$ cat src/rtl/wlvl_responder.sv
module wlvl_responder #(
  parameter int DQ_W   = 8,
  parameter int ADDR_W = 14,
  parameter int WLO    = 3,
  parameter int WLOE   = 2
) (
  input  logic              clk,
  input  logic              rst_n,
  input  logic              cs_n,
  input  logic              ras_n,
  input  logic              cas_n,
  input  logic              we_n,
  input  logic [2:0]        ba,
  input  logic [ADDR_W-1:0] addr,
  input  logic              odt,
  input  logic              dqs,
  input  logic              ck_lvl,
  output logic              wl_active,
  output logic              qoff,
  output logic              dqs_term_en,
  output logic              dq_term_en,
  output logic              dq_oe,
  output logic [DQ_W-1:0]   dq_out,
  output logic [DQ_W-1:0]   dq_valid,
  output logic              rtt_err,
  output logic              cmd_err
);
  localparam int DEPTH = WLO + WLOE;

  logic       dqs_q;
  logic [2:0] rtt;
  logic [DEPTH-1:0] p_stb, p_val;

  wire is_mrs   = !cs_n && !ras_n && !cas_n && !we_n;
  wire is_nop   = !cs_n && ras_n && cas_n && we_n;
  wire mr1_wr   = is_mrs && (ba == 3'b001);
  wire exit_cmd = mr1_wr && !addr[7];
  wire flush    = mr1_wr && (addr[7] != wl_active);
  wire rise     = wl_active && dqs && !dqs_q;

  assign dqs_term_en = odt;
  assign dq_term_en  = odt && !wl_active;
  assign dq_oe       = wl_active && !qoff;
  assign rtt_err     = wl_active && !qoff && !(rtt inside {3'd1, 3'd2, 3'd3});

  always_ff @(posedge clk) begin
    if (!rst_n) begin
      wl_active <= 1'b0;
      qoff      <= 1'b0;
      rtt       <= 3'd0;
      dqs_q     <= 1'b0;
      cmd_err   <= 1'b0;
      p_stb     <= '0;
      p_val     <= '0;
    end else begin
      dqs_q   <= dqs;
      cmd_err <= wl_active && !cs_n && !is_nop && !exit_cmd;
      if (mr1_wr) begin
        wl_active <= addr[7];
        qoff      <= addr[12];
        rtt       <= {addr[9], addr[6], addr[2]};
      end
      if (flush) begin
        p_stb <= '0;
        p_val <= '0;
      end else begin
        p_stb[0] <= rise;
        p_val[0] <= ck_lvl;
        for (int k = 1; k < DEPTH; k++) begin
          p_stb[k] <= p_stb[k-1];
          p_val[k] <= p_val[k-1];
        end
      end
    end
  end

  for (genvar j = 0; j < DQ_W; j++) begin : g_bit
    localparam int LAT = WLO + (j % (WLOE + 1));
    always_ff @(posedge clk) begin
      if (!rst_n || flush) begin
        dq_out[j]   <= 1'b0;
        dq_valid[j] <= 1'b0;
      end else if (p_stb[LAT-1]) begin
        dq_out[j]   <= p_val[LAT-1];
        dq_valid[j] <= 1'b1;
      end
    end
  end


  enter_chk: assert property (@(posedge clk) disable iff (!rst_n)
    (mr1_wr && addr[7]) |=> wl_active);

  exit_chk: assert property (@(posedge clk) disable iff (!rst_n)
    exit_cmd |=> !wl_active);

  qoff_chk: assert property (@(posedge clk) disable iff (!rst_n)
    (mr1_wr && addr[12]) |=> !dq_oe);

  nop_chk: assert property (@(posedge clk) disable iff (!rst_n)
    (is_nop || cs_n) |=> !cmd_err);

  fresh_chk: assert property (@(posedge clk) disable iff (!rst_n)
    $rose(wl_active) |-> (dq_valid == '0));

  idle_chk: assert property (@(posedge clk) disable iff (!rst_n)
    !wl_active |-> (dq_valid == '0));
endmodule

$ cat config.mk
export PLATFORM = sky130hd
export DESIGN_NAME = wlvl_responder
export DESIGN_NICKNAME = d
export VERILOG_FILES = /design/src/rtl/wlvl_responder.sv
export SDC_FILE = /design/constraint.sdc
export NUM_CORES = 1
export LEC_CHECK = 0
export BUFFER_PORTS_ARGS = -buffer_cell sky130_fd_sc_hd__clkbuf_2
export CAP_MARGIN = 0
export CORE_ASPECT_RATIO = 1.4
export CORE_MARGIN = 5
export CORE_UTILIZATION = 43
export DETAILED_ROUTE_END_ITERATION = 12
export PLACE_DENSITY = 0.74
export SETUP_SLACK_MARGIN = 0.2
export SLEW_MARGIN = 20
export SYNTH_ARGS = -nofsm -noshare
export SYNTH_HDL_FRONTEND = slang
export SYNTH_SLANG_ARGS = --single-unit
$ cat constraint.sdc
create_clock -name clk -period 1.4 [get_ports clk]
set_clock_uncertainty 0.2 [all_clocks]
set_input_delay 0.14 -clock clk [delete_from_list [all_inputs] [get_ports clk]]
set_output_delay 0.14 -clock clk [all_outputs]
set_load 0.01 [all_outputs]
==> results of run 1 <==
[power by group through the flow]
stage / Clock (µW) / Combinational (µW) / Sequential [µW]
6_report: 305 / 118 / 660
5_1_grt: 346 / 129 / 661
4_1_cts: 316 / 106 / 661
3_5_place_dp: 0 / 71.9 / 676
3_3_place_gp: 0 / 68.3 / 675
2_1_floorplan: 0 / 36.2 / 675
[metal layers]
metal	vias to the layer above	global-route usage, %	share of wire [%]
met5	-	0	0
met4	0	6.06	1.6
met3	4	2.29	6.2
met2	31	22.9	56
met1	354	13.5	36
li1	396	-	-
[cell type report]
cell class                 count  share of cell area [%]
clock buffer                   4                    1.90
sequential                    23                    34.3
inverter                       1                   0.272
tap                           21                    1.90
timing repair buffer          60                    29.8
multi-input combinational     53                    31.8
[registers in the layout, indices dropped and copies added (netlist names)]
register,cells
dq_out,3
qoff,1
rtt,3
dqs_q,1
cmd_err,1
dq_valid,3
wl_active,1
p_stb,5
p_val,5
[logic make-up (layout without fill, tap and decap cells)]
family / count (synthesis) / after routing
and+or+nand+nor: 42 / 42
xor gates and xnor gates: 1 / 1
buffers and inverters: 14 / 65
AOI/OAI and AO/OA: 2 / 2
muxes: 8 / 8
DFF: 23 / 23
[repair_timing]
item	CTS	global route
hold buffers	13	0
pin swaps	7	0
setup endpoints to repair	21	33
hold endpoints to repair	11	0
gates cloned	0	1
setup buffers	2	2
gates resized for setup	10	25
[worst register-to-register path, stage by stage, from the launching register on]
cell and delay (ns):
dfxtp_4 0.38, buf_6 0.11, xor2_4 0.17, nand3_2 0.12, buf_6 0.18, and3_4 0.16
[layout by cell type, fill, tap and decap left out, drive strengths merged, types with 2 or more instances in the layout]
master       instances
mux2i                8
nor2b                2
dlygate4sd3         12
dfxtp               23
nand2               10
buf                 12
and3                10
nor3                 2
nor2                11
clkbuf              39
[per-stage QoR]
step / area [µm²] / instances / worst slack (ns) / total power, µW / utilization, %
6_report: 1380 / 162 / -0.00570 / 1080 / 69.2
3_5_place_dp: 1060 / 140 / -0.0630 / 748 / 53.3
2_1_floorplan: 915 / 90 / 0.101 / 711 / -
4_1_cts: 1280 / 159 / -0.00577 / 1080 / 64.1
5_1_grt: 1380 / 162 / -0.0740 / 1140 / 69.2
3_3_place_gp: 1060 / 140 / -0.0270 / 744 / 53.3
[worst paths after layout]
kind,from,endpoint,slack [ns],cells past startpoint
worst max register to register,wl_active$_SDFFE_PN0P_,p_val[1]$_SDFF_PP0_,-0.006,5
worst min-delay path,ba[1],qoff$_SDFFE_PN0P_,0.07,4
worst min register to register,dqs_q$_SDFF_PN0_,p_stb[0]$_SDFF_PP0_,0.23,1
worst max-delay path,wl_active$_SDFFE_PN0P_,p_val[1]$_SDFF_PP0_,-0.006,5
==> summary.txt, run 1 <==
Worst setup path
  – Startpoint type of the worst setup path: flip-flop
  – Kind of cell with the highest combined delay on the critical path: flip-flops
  – Chain of cells forming the critical path: buf_6 > xor2_4 > nand3_2 > buf_6 > and3_4
  – Critical path start-end classification: flip-flop to flip-flop
  – Buf+Inv Stages, Crit Path: 2
  – Most numerous cell on the critical path: buf_6
  – Top fanout value on the critical path: 5
  – Crit-path max cell delay: about 0.38 ns
  – Cell with the biggest individual delay on the critical path: dfxtp_4
  – Arrival time worst endpoint: 1.43 ns
  – Crit path required time: 1.42 ns
  – Nature of the critical path endpoint: flip-flop

STA
  – Maximum frequency from static timing analysis: a little over 0.7 GHz
  – Final hold viol count: 0
  – Setup repair after global routing missed its margin: yes
  – Period utilization: 100%
  – Final max-slew violation count: 0
  – Slew @ Worst Pin: 0.584 ns
  – Headroom to the max-slew limit: between 60% and 70%
  – Setup-failing EPs final: 3
  – Final total negative setup slack: -0.0107 ns
  – Final hold slack: 0.0657 ns
  – Minimum clock period: 1.41 ns
  – Least setup slack across all paths after layout: -0.00570 ns

Clocking
  – H-tree depth: 1
  – Clock latency of the later-clocked register in the worst-skew pair: between 0.3 and 0.4 ns
  – Clock Tree Root: clkbuf_4
  – CTS buffer count: 3
  – Worst-case clock buffer depth: 2
  – Clock slew at the register clock pins of the worst setup and hold paths: 0.12 ns
  – Clock sink total: 23
  – Clock tree from TritonCTS: yes

Route
  – Routed via count: 785
  – Initial detailed-routing violation count: 5
  – Ratio of routed vias to standard cells: 4.85
  – DR pass1 iterations: 2
  – Antenna violation net count after detailed routing: 0
  – Average routed wire per standard cell: 13.0 µm
  – DRC: 0
  – Wirelength, routed: 2.11 mm

Synthesis
  – Area share of xor/xnor cells in the synthesized design: 0.962%
  – Post-synthesis cell area: 911 µm²
  – Top-area cell type share of the netlist area: 50.5%
  – Adder-cell share of the synthesized area: 0%
  – Area share of and/or/nand/nor cells after synthesis: 27.1%
  – Synth area leader: dfxtp_1
  – Library cell with the highest instance count after synthesis: dfxtp_1
  – Number of enable-type register cells in the synthesized netlist: 0
  – Post-synth top cells: dfxtp_1, buf_4, and3_1, nand2_1, nor2_1
  – Mean post-synth cell area: 10.1 µm²
  – Number of library cell types mapped by synthesis: 22
  – Top cells by area in the synthesized netlist: dfxtp_1, buf_4, mux2i_1, and3_1, nand2_1
  – Async set or reset register ratio after synthesis: 0%
  – Post-Syn Instances: 90
  – Total of warnings raised by yosys: 0
  – Largest family of logic cells by synthesized area: simple AND/OR/NAND/NOR gates
  – Mux contribution to synthesized area: 8.79%
  – Register area share after synthesis: 50.5%
  – Post-synthesis register bit count: 23
  – Most used flip-flop cell after synthesis: dfxtp_1
  – Net count after synthesis: 116
  – Compound-gate portion of the synthesized area: 1.79%

Pwr
  – Cell internal pwr: about 840 µW
  – Net switching component of the power: 245 µW
  – Logic gate share of total power: between 10% and 20%
  – Fraction of power consumed by sequential logic: approximately 61%
  – Cell area power density: 783 nW/µm²
  – Worst IR drop on VDD: 0.631 mV
  – Lkg Pwr: 0.000639 µW
  – Clock Power Share: between 20% and 30%
  – Share of total power consumed by net switching: ~23%

Placed design
  – Count of input and output buffers: 39
  – HPWL after detailed placement: 1.37 mm
  – GPL Wtd Cong: 0.774

Layout
  – Fraction of final layout cells with drive strength greater than 1: roughly 55%
  – Count of inserted antenna diode cells: 0
  – Multi-input gate area in the final layout: 439 µm²
  – Synth-to-Final Area Change: 51.6%
  – Footprint of the flip-flops and latches: 474 µm²
  – Count of filler cells inserted in the layout: about 170
  – Nets: 168

Global route
  – First-pass GRT wire length: 3.22 mm
  – Largest net degree at the start of global routing: 15
  – Global router's overall resource usage: 12.5%
  – Number of global-route vias before repair: between 800 and 900
  – Congestion Overflow GR: 0
  – Initial antenna violation count: 0

Run status
  – Violated checks: setup timing
  – Run status: complete, but fails checks

Floorplan
  – Die Y: 64.5 µm
  – Die width: 48.9 µm
  – Count of boundary I/O pins: 49
  – Area of the die: 3150 µm²
  – Initial Util: 45.6%
  – Core box area: between 1500 and 2000 µm²
  – Cell row count: 19

Worst hold path
  – Path class of the lowest-slack min-delay path: input pin to flip-flop

Job
  – Count of max-cap constraint violations: 0
No activity file was read; power rests on OpenSTA's default activity.
==> run 2, diff against run 1 <==
Settings changed: BUFFER_PORTS_ARGS -buffer_cell sky130_fd_sc_hd__clkbuf_2 to default, CORE_UTILIZATION 43 to 50, DONT_BUFFER_PORTS from default to 1, PLACE_DENSITY 0.74 to 0.62.
==> run 2 against run 1 <==
The flow finishes with violations (hold timing, setup timing). Non-clock buffer count is 44 lower. Utilization is 6.4 points lower. Clock power is 2% lower. Total power is 4.9% lower. Combinational power is 41% lower. Sequential power hardly changed. Worst hold slack worse by 0.37 ns. Die area is 12% lower. Count of clock-buffer cells in the layout stayed put. Largest power group unchanged. Highest routed layer unchanged.
==> summary.txt, run 2 (synthesis results as in run 1) <==
Global route
  – Largest net degree at the start of global routing: 20 (was 15)
  – Global router's overall resource usage: 13.9% (was 12.5%)
  – First-pass GRT wire length: 2.74 mm (was 3.22 mm)
  – Number of global-route vias before repair: 645 (was 801)
  – Initial antenna violation count: 0 (unchanged)
  – Congestion Overflow GR: 0 (unchanged)

Placed design
  – Cells after DPL: 101 (was 140)
  – GPL Wtd Cong: 0.677 (was 0.774)
  – HPWL after detailed placement: 1.06 mm (was 1.37 mm)
  – Count of input and output buffers: 0 (was 39)

Route
  – Wirelength, routed: 1.70 mm (was 2.11 mm)
  – DR pass1 iterations: 5 (was 2)
  – Routed via count: 638 (was 785)
  – DRC: 0 (unchanged)
  – Ratio of routed vias to standard cells: 5.45 (was 4.85)
  – Initial detailed-routing violation count: 3 (was 5)
  – Antenna violation net count after detailed routing: 0 (unchanged)
  – Average routed wire per standard cell: 14.5 µm (was 13.0 µm)

STA
  – Slew @ Worst Pin: 0.588 ns (was 0.584 ns)
  – Setup repair after global routing missed its margin: yes (unchanged)
  – Final max-slew violation count: 0 (unchanged)
  – Minimum clock period: 1.47 ns (was 1.41 ns)
  – Maximum frequency from static timing analysis: 0.680 GHz (was 0.711 GHz)
  – Period utilization: 105% (was 100%)
  – Final hold slack: -0.305 ns (was 0.0657 ns)
  – Headroom to the max-slew limit: 60.2% (was 60.5%)
  – Least setup slack across all paths after layout: -0.0696 ns (was -0.00570 ns)
  – Final hold viol count: 6 (was 0)
  – Setup-failing EPs final: 2 (was 3)
  – Final total negative setup slack: -0.0762 ns (was -0.0107 ns)

Layout
  – Commonest cells after routing, fill and taps aside: dfxtp_1, nand2_1, nor2_1, mux2i_1, dlygate4sd3_1 (was clkbuf_2, dfxtp_1, dlygate4sd3_1, nand2_1, mux2i_1)
  – Fraction of final layout cells with drive strength greater than 1: 30.9% (was 54.6%)
  – Nets: 124 (was 168)
  – Commonest non-fill, non-tap cell in the layout: dfxtp_1 (was clkbuf_2)
  – Count of inserted antenna diode cells: 0 (unchanged)
  – Final std cells w/o fill: 117 (was 162)
  – Largest registers: p_stb (5), p_val (5) (unchanged)
  – Utilization of the core after routing: 62.7% (was 69.2%)
  – Synth-to-Final Area Change: 21.0% (was 51.6%)

Worst hold path
  – Path class of the lowest-slack min-delay path: input pin to flip-flop (unchanged)
  – Hold path depth: 1 (was 4)

Clocking
  – Clock Tree Root: clkbuf_4 (unchanged)
  – Clock tree from TritonCTS: yes (unchanged)
  – Clock sink total: 23 (unchanged)
  – H-tree depth: 1 (unchanged)
  – CTS buffer count: 3 (unchanged)
  – Cts hold-fix bufs: 9 (was 13)
  – Worst-case clock buffer depth: 2 (unchanged)
  – Clock latency of the later-clocked register in the worst-skew pair: 0.30 ns (was 0.31 ns)
  – Clock slew at the register clock pins of the worst setup and hold paths: 0.12 ns (about the same)

Worst setup path
  – Cell count of the worst reg-to-reg path: 5 (unchanged)
  – Arrival time worst endpoint: 1.13 ns (was 1.43 ns)
  – Crit path required time: 1.06 ns (was 1.42 ns)
  – Nature of the critical path endpoint: primary output (was flip-flop)
  – Critical path start-end classification: flip-flop to primary output (was flip-flop to flip-flop)
  – Top fanout value on the critical path: 5 (unchanged)
  – Cell with the biggest individual delay on the critical path: dfxtp_4 (unchanged)
  – Startpoint type of the worst setup path: flip-flop (unchanged)
  – Chain of cells forming the critical path: buf_6 > nor2b_4 > o21a_1 (was buf_6 > xor2_4 > nand3_2 > buf_6 > and3_4)
  – Crit-path max cell delay: 0.37 ns (was 0.38 ns)

Pwr
  – Cell area power density: 934 nW/µm² (was 783 nW/µm²)
  – Worst IR drop on VDD: 0.546 mV (was 0.631 mV)
  – Lkg Pwr: 0.000447 µW (was 0.000639 µW)

Floorplan
  – Area of the die: 2790 µm² (was 3150 µm²)
  – Die width: 46.1 µm (was 48.9 µm)
  – Initial Util: 51.9% (was 45.6%)
  – Cell row count: 18 (was 19)
  – Core box area: 1760 µm² (was 2000 µm²)
  – Count of boundary I/O pins: 49 (unchanged)
  – Die Y: 60.5 µm (was 64.5 µm)

Job
  – Count of max-cap constraint violations: 0 (unchanged)

Run status
  – Run status: complete, but fails checks (unchanged)
  – Violated checks: hold timing, setup timing (was setup timing)
[run 2: what timing repair did]
| action | 4_1_cts | 5_1_grt |
|---|---|---|
| gates resized for setup | 11 | 11 |
| cloned | 0 | 1 |
| endpoints found under the setup margin | 12 | 36 |
| setup buffers | 1 | 1 |
| pin swaps | 7 | 0 |
| endpoints found under the hold margin | 23 | 6 |
[run 2: worst max-delay path: cells and delay by family (launching register included)]
kind | cells | cell delay (ns)
buffers and inverters | 1 | 0.11
AND/OR/NAND/NOR | 1 | 0.15
AO/OA/AOI/OAI | 1 | 0.19
flip-flops | 1 | 0.37
[run 2: through the flow]
| stage | worst slack [ns] | instance area [µm²] | hold WS (ns) | power, µW |
|---|---|---|---|---|
| after floorplan | 0.101 | 915 | 0.0163 | 711 |
| after global placement | 0.0599 | 875 | 0.0223 | 705 |
| after detailed placement | 0.0454 | 875 | 0.0243 | 706 |
| after CTS | -0.0617 | 1050 | -0.313 | 1030 |
| after global routing | -0.128 | 1100 | -0.331 | 1080 |
| final | -0.0696 | 1100 | -0.305 | 1030 |
[run 2: final timing paths]
| check | start | end | slack, ns |
|---|---|---|---|
| setup / recovery | wl_active$_SDFFE_PN0P_ | rtt_err | -0.07 |
| hold / removal | cs_n | cmd_err$_SDFF_PN0_ | -0.30 |
| setup reg to reg | wl_active$_SDFFE_PN0P_ | p_val[0]$_SDFF_PP0_ | 0.01 |
| hold reg to reg | dqs_q$_SDFF_PN0_ | p_stb[0]$_SDFF_PP0_ | 0.20 |
[run 2: layer usage]
metal  vias up  wire, µm  share of wire (%)  global-route usage (%)
li1        307         -                  -                       -
met1       307       556                 33                    14.6
met2        20       992                 58                    24.6
met3         4       119                7.0                    3.26
met4         0        27                1.6                    7.32
met5         -         0                  0                       0
[run 2: power breakdown]
group	switching, µW	internal, µW
Sequential	2.48	659
Clock	188	111
Combinational	29.3	40.0
[run 2: layout make-up]
type / instances / area (µm²)
fillers: 146 / 654
flip-flops and latches: 23 / 469
inverters: 1 / 3.75
repair buffers: 16 / 156
well taps: 20 / 25.0
clock buffers: 4 / 26.3
multi-input cells: 53 / 422
==> run 3, diff against run 2 <==
==> constraint.sdc (replaced) <==
create_clock -name clk -period 1.4 [get_ports clk]
set_clock_uncertainty 0.2 [all_clocks]
set_input_delay 0.21 -clock clk [delete_from_list [all_inputs] [get_ports clk]]
set_output_delay 0.21 -clock clk [all_outputs]
set_load 0.01 [all_outputs]
==> run 3 against run 2 <==
The run ends with setup timing left. First-iteration DRC count increased by 130%. Final cell count increased by 3.4%. Utilization increased by 3.7 points. Clock power decreased by 4%. Largest cell class unchanged.
==> summary.txt, run 3 (synthesis results as in run 1) <==
Run status
  – Run status: complete, but fails checks (unchanged)
  – Violated checks: setup timing (was hold timing, setup timing)

STA
  – Headroom to the max-slew limit: 68.6% (was 60.2%)
  – Setup repair after global routing missed its margin: yes (unchanged)
  – Final max-slew violation count: 0 (unchanged)
  – Slew @ Worst Pin: 0.464 ns (was 0.588 ns)
  – Setup-failing EPs final: 11 (was 2)
  – Maximum frequency from static timing analysis: 0.663 GHz (was 0.680 GHz)
  – Minimum clock period: 1.51 ns (was 1.47 ns)
  – Period utilization: 108% (was 105%)
  – Final total negative setup slack: -0.874 ns (was -0.0762 ns)
  – Least setup slack across all paths after layout: -0.109 ns (was -0.0696 ns)
  – Final hold viol count: 0 (was 6)

Placed design
  – HPWL after detailed placement: 1.06 mm (about the same)
  – GPL Wtd Cong: 0.677 (about the same)
  – Count of input and output buffers: 0 (unchanged)

Floorplan
  – Die Y: 60.5 µm (unchanged)
  – Core box area: 1760 µm² (unchanged)
  – Initial Util: 51.9% (unchanged)
  – Count of boundary I/O pins: 49 (unchanged)
  – Area of the die: 2790 µm² (unchanged)
  – Cell row count: 18 (unchanged)
  – Die width: 46.1 µm (unchanged)

Clocking
  – Worst-case clock buffer depth: 2 (unchanged)
  – Clock sink total: 23 (unchanged)
  – H-tree depth: 1 (unchanged)
  – CTS buffer count: 3 (unchanged)
  – Clock slew at the register clock pins of the worst setup and hold paths: 0.11 ns (was 0.12 ns)
  – Clock tree from TritonCTS: yes (unchanged)
  – Clock latency of the later-clocked register in the worst-skew pair: 0.30 ns (about the same)
  – Clock Tree Root: clkbuf_4 (unchanged)

Layout
  – Commonest non-fill, non-tap cell in the layout: dfxtp_1 (unchanged)
  – Largest registers: p_stb (5), p_val (5) (unchanged)
  – Fraction of final layout cells with drive strength greater than 1: 40.6% (was 30.9%)
  – Synth-to-Final Area Change: 28.2% (was 21.0%)
  – Count of inserted antenna diode cells: 0 (unchanged)
  – Nets: 128 (was 124)
  – Utilization of the core after routing: 66.5% (was 62.7%)
  – Commonest cells after routing, fill and taps aside: dfxtp_1, dlygate4sd3_1, nand2_1, and3_4 (was dfxtp_1, nand2_1, nor2_1, mux2i_1, dlygate4sd3_1)

Worst setup path
  – Nature of the critical path endpoint: primary output (unchanged)
  – Worst R2R Setup Slack: -0.09 ns (was 0.01 ns)
  – Top fanout value on the critical path: 5 (unchanged)
  – Critical path start-end classification: flip-flop to primary output (unchanged)
  – R2R Path End: p_val[3]$_SDFF_PP0_ (was p_val[0]$_SDFF_PP0_)
  – Crit path required time: 0.99 ns (was 1.06 ns)
  – Startpoint type of the worst setup path: flip-flop (unchanged)
  – Arrival time worst endpoint: 1.10 ns (was 1.13 ns)
  – Launch instance of the worst register-to-register path: wl_active$_SDFFE_PN0P_ (unchanged)
  – Cell count of the worst reg-to-reg path: 6 (was 5)

Global route
  – Global routing usage on met2: 25.4% (was 24.6%)
  – Largest net degree at the start of global routing: 20 (unchanged)
  – Congestion Overflow GR: 0 (unchanged)
  – Number of global-route vias before repair: 660 (was 645)
  – First-pass GRT wire length: 2.78 mm (was 2.74 mm)
  – Fraction of met1 tracks used by global routing: 14.9% (was 14.6%)
  – Global router's overall resource usage: 13.8% (was 13.9%)
  – Grt peak-use layer: met2 (unchanged)
  – Initial antenna violation count: 0 (unchanged)
  – Met3 track demand over resource: 2.37% (was 3.26%)

Route
  – Routed via count: 635 (was 638)
  – Wirelength, routed: 1.67 mm (was 1.70 mm)
  – Average routed wire per standard cell: 13.8 µm (was 14.5 µm)
  – DRC: 0 (unchanged)
  – Ratio of routed vias to standard cells: 5.25 (was 5.45)
  – DR pass1 iterations: 3 (was 5)
  – Antenna violation net count after detailed routing: 0 (unchanged)
  – Initial detailed-routing violation count: 7 (was 3)

Pwr
  – Cell internal pwr: 817 µW (was 810 µW)
  – Worst IR drop on VDD: 0.632 mV (was 0.546 mV)
  – Logic gate share of total power: 7.5% (was 6.7%)
  – Fraction of power consumed by sequential logic: 64.6% (was 64.2%)
  – Clock Power Share: 27.9% (was 29.0%)
  – Share of total power consumed by net switching: 20.3% (was 21.3%)
  – Cell area power density: 878 nW/µm² (was 934 nW/µm²)
  – Lkg Pwr: 0.000449 µW (was 0.000447 µW)
  – Net switching component of the power: 208 µW (was 219 µW)

Worst hold path
  – Endpoint of the worst hold path: p_stb[0]$_SDFF_PP0_ (was cmd_err$_SDFF_PN0_)
  – Hold Path Origin: addr[7] (was cs_n)
  – Hold path depth: 2 (was 1)
  – Path class of the lowest-slack min-delay path: input pin to flip-flop (unchanged)

Job
  – Count of max-cap constraint violations: 0 (unchanged)
==> run 3: cell types whose count changed in the layout (fill, tap and decap cells not counted), sizes merged <==
cell          before  now
clkbuf             4    5
dlygate4sd3        8   12
dlymetal6s2s       1    0
==> run 3: critical path, stage by stage, from the launching register on <==
cell and delay, ns:
dfxtp_2 0.35, buf_6 0.12, nor2b_4 0.15, o21a_1 0.19
==> run 3: metal layers <==
metal	vias to the layer above	share of wire [%]
met2	17	54
met5	-	0
li1	315	-
met1	301	39
met3	2	5.6
met4	0	0.84
==> run 3: what timing repair did <==
| item | 4_1_cts | 5_1_grt |
|---|---|---|
| pin swaps | 1 | 7 |
| endpoints found under the hold margin | 22 | 0 |
| gates resized for setup | 10 | 23 |
| setup endpoints to repair | 25 | 30 |
| buffers inserted | 1 | 1 |
| hold buffers | 13 | 0 |
| gates cloned | 1 | 0 |
==> run 3: final cells by class <==
class	count	area [µm²]
clock buffers	4	26.3
multi-input cells	53	449
repair buffers	20	193
fillers	145	589
well taps	20	25.0
flip-flops and latches	23	470
inverters	1	3.75
==> run 3: power by group through the flow <==
stage	Clock (µW)	Combinational, µW	Sequential (µW)
2_1_floorplan	0	36.1	677
3_3_place_gp	0	30.3	677
3_5_place_dp	0	31.1	677
4_1_cts	303	67.6	663
5_1_grt	323	83.2	664
6_report	286	76.6	663
==> run 3: how the worst max path moves through the flow <==
| stage | startpoint | to |
|---|---|---|
| 5_1_grt | wl_active$_SDFFE_PN0P_ | rtt_err |
| 6_report | wl_active$_SDFFE_PN0P_ | rtt_err |
| 3_5_place_dp | ba[2] | rtt[1]$_SDFFE_PN0P_ |
| 2_1_floorplan | ba[2] | qoff$_SDFFE_PN0P_ |
| 4_1_cts | wl_active$_SDFFE_PN0P_ | rtt_err |
| 3_3_place_gp | ba[2] | cmd_err$_SDFF_PN0_ |
==> run 3: stage by stage <==
step / hold slack, ns / std cells / setup WS (ns) / area [µm²] / total power (µW)
after floorplan: 0.0863 / 90 / 0.0358 / 918 / 713
after global placement: 0.0925 / 101 / -0.0120 / 878 / 708
after detailed placement: 0.0931 / 101 / -0.0252 / 878 / 709
after CTS: 0.0113 / 120 / -0.109 / 1080 / 1030
after global routing: 0.0334 / 121 / -0.178 / 1170 / 1070
final: 0.0187 / 121 / -0.109 / 1170 / 1030
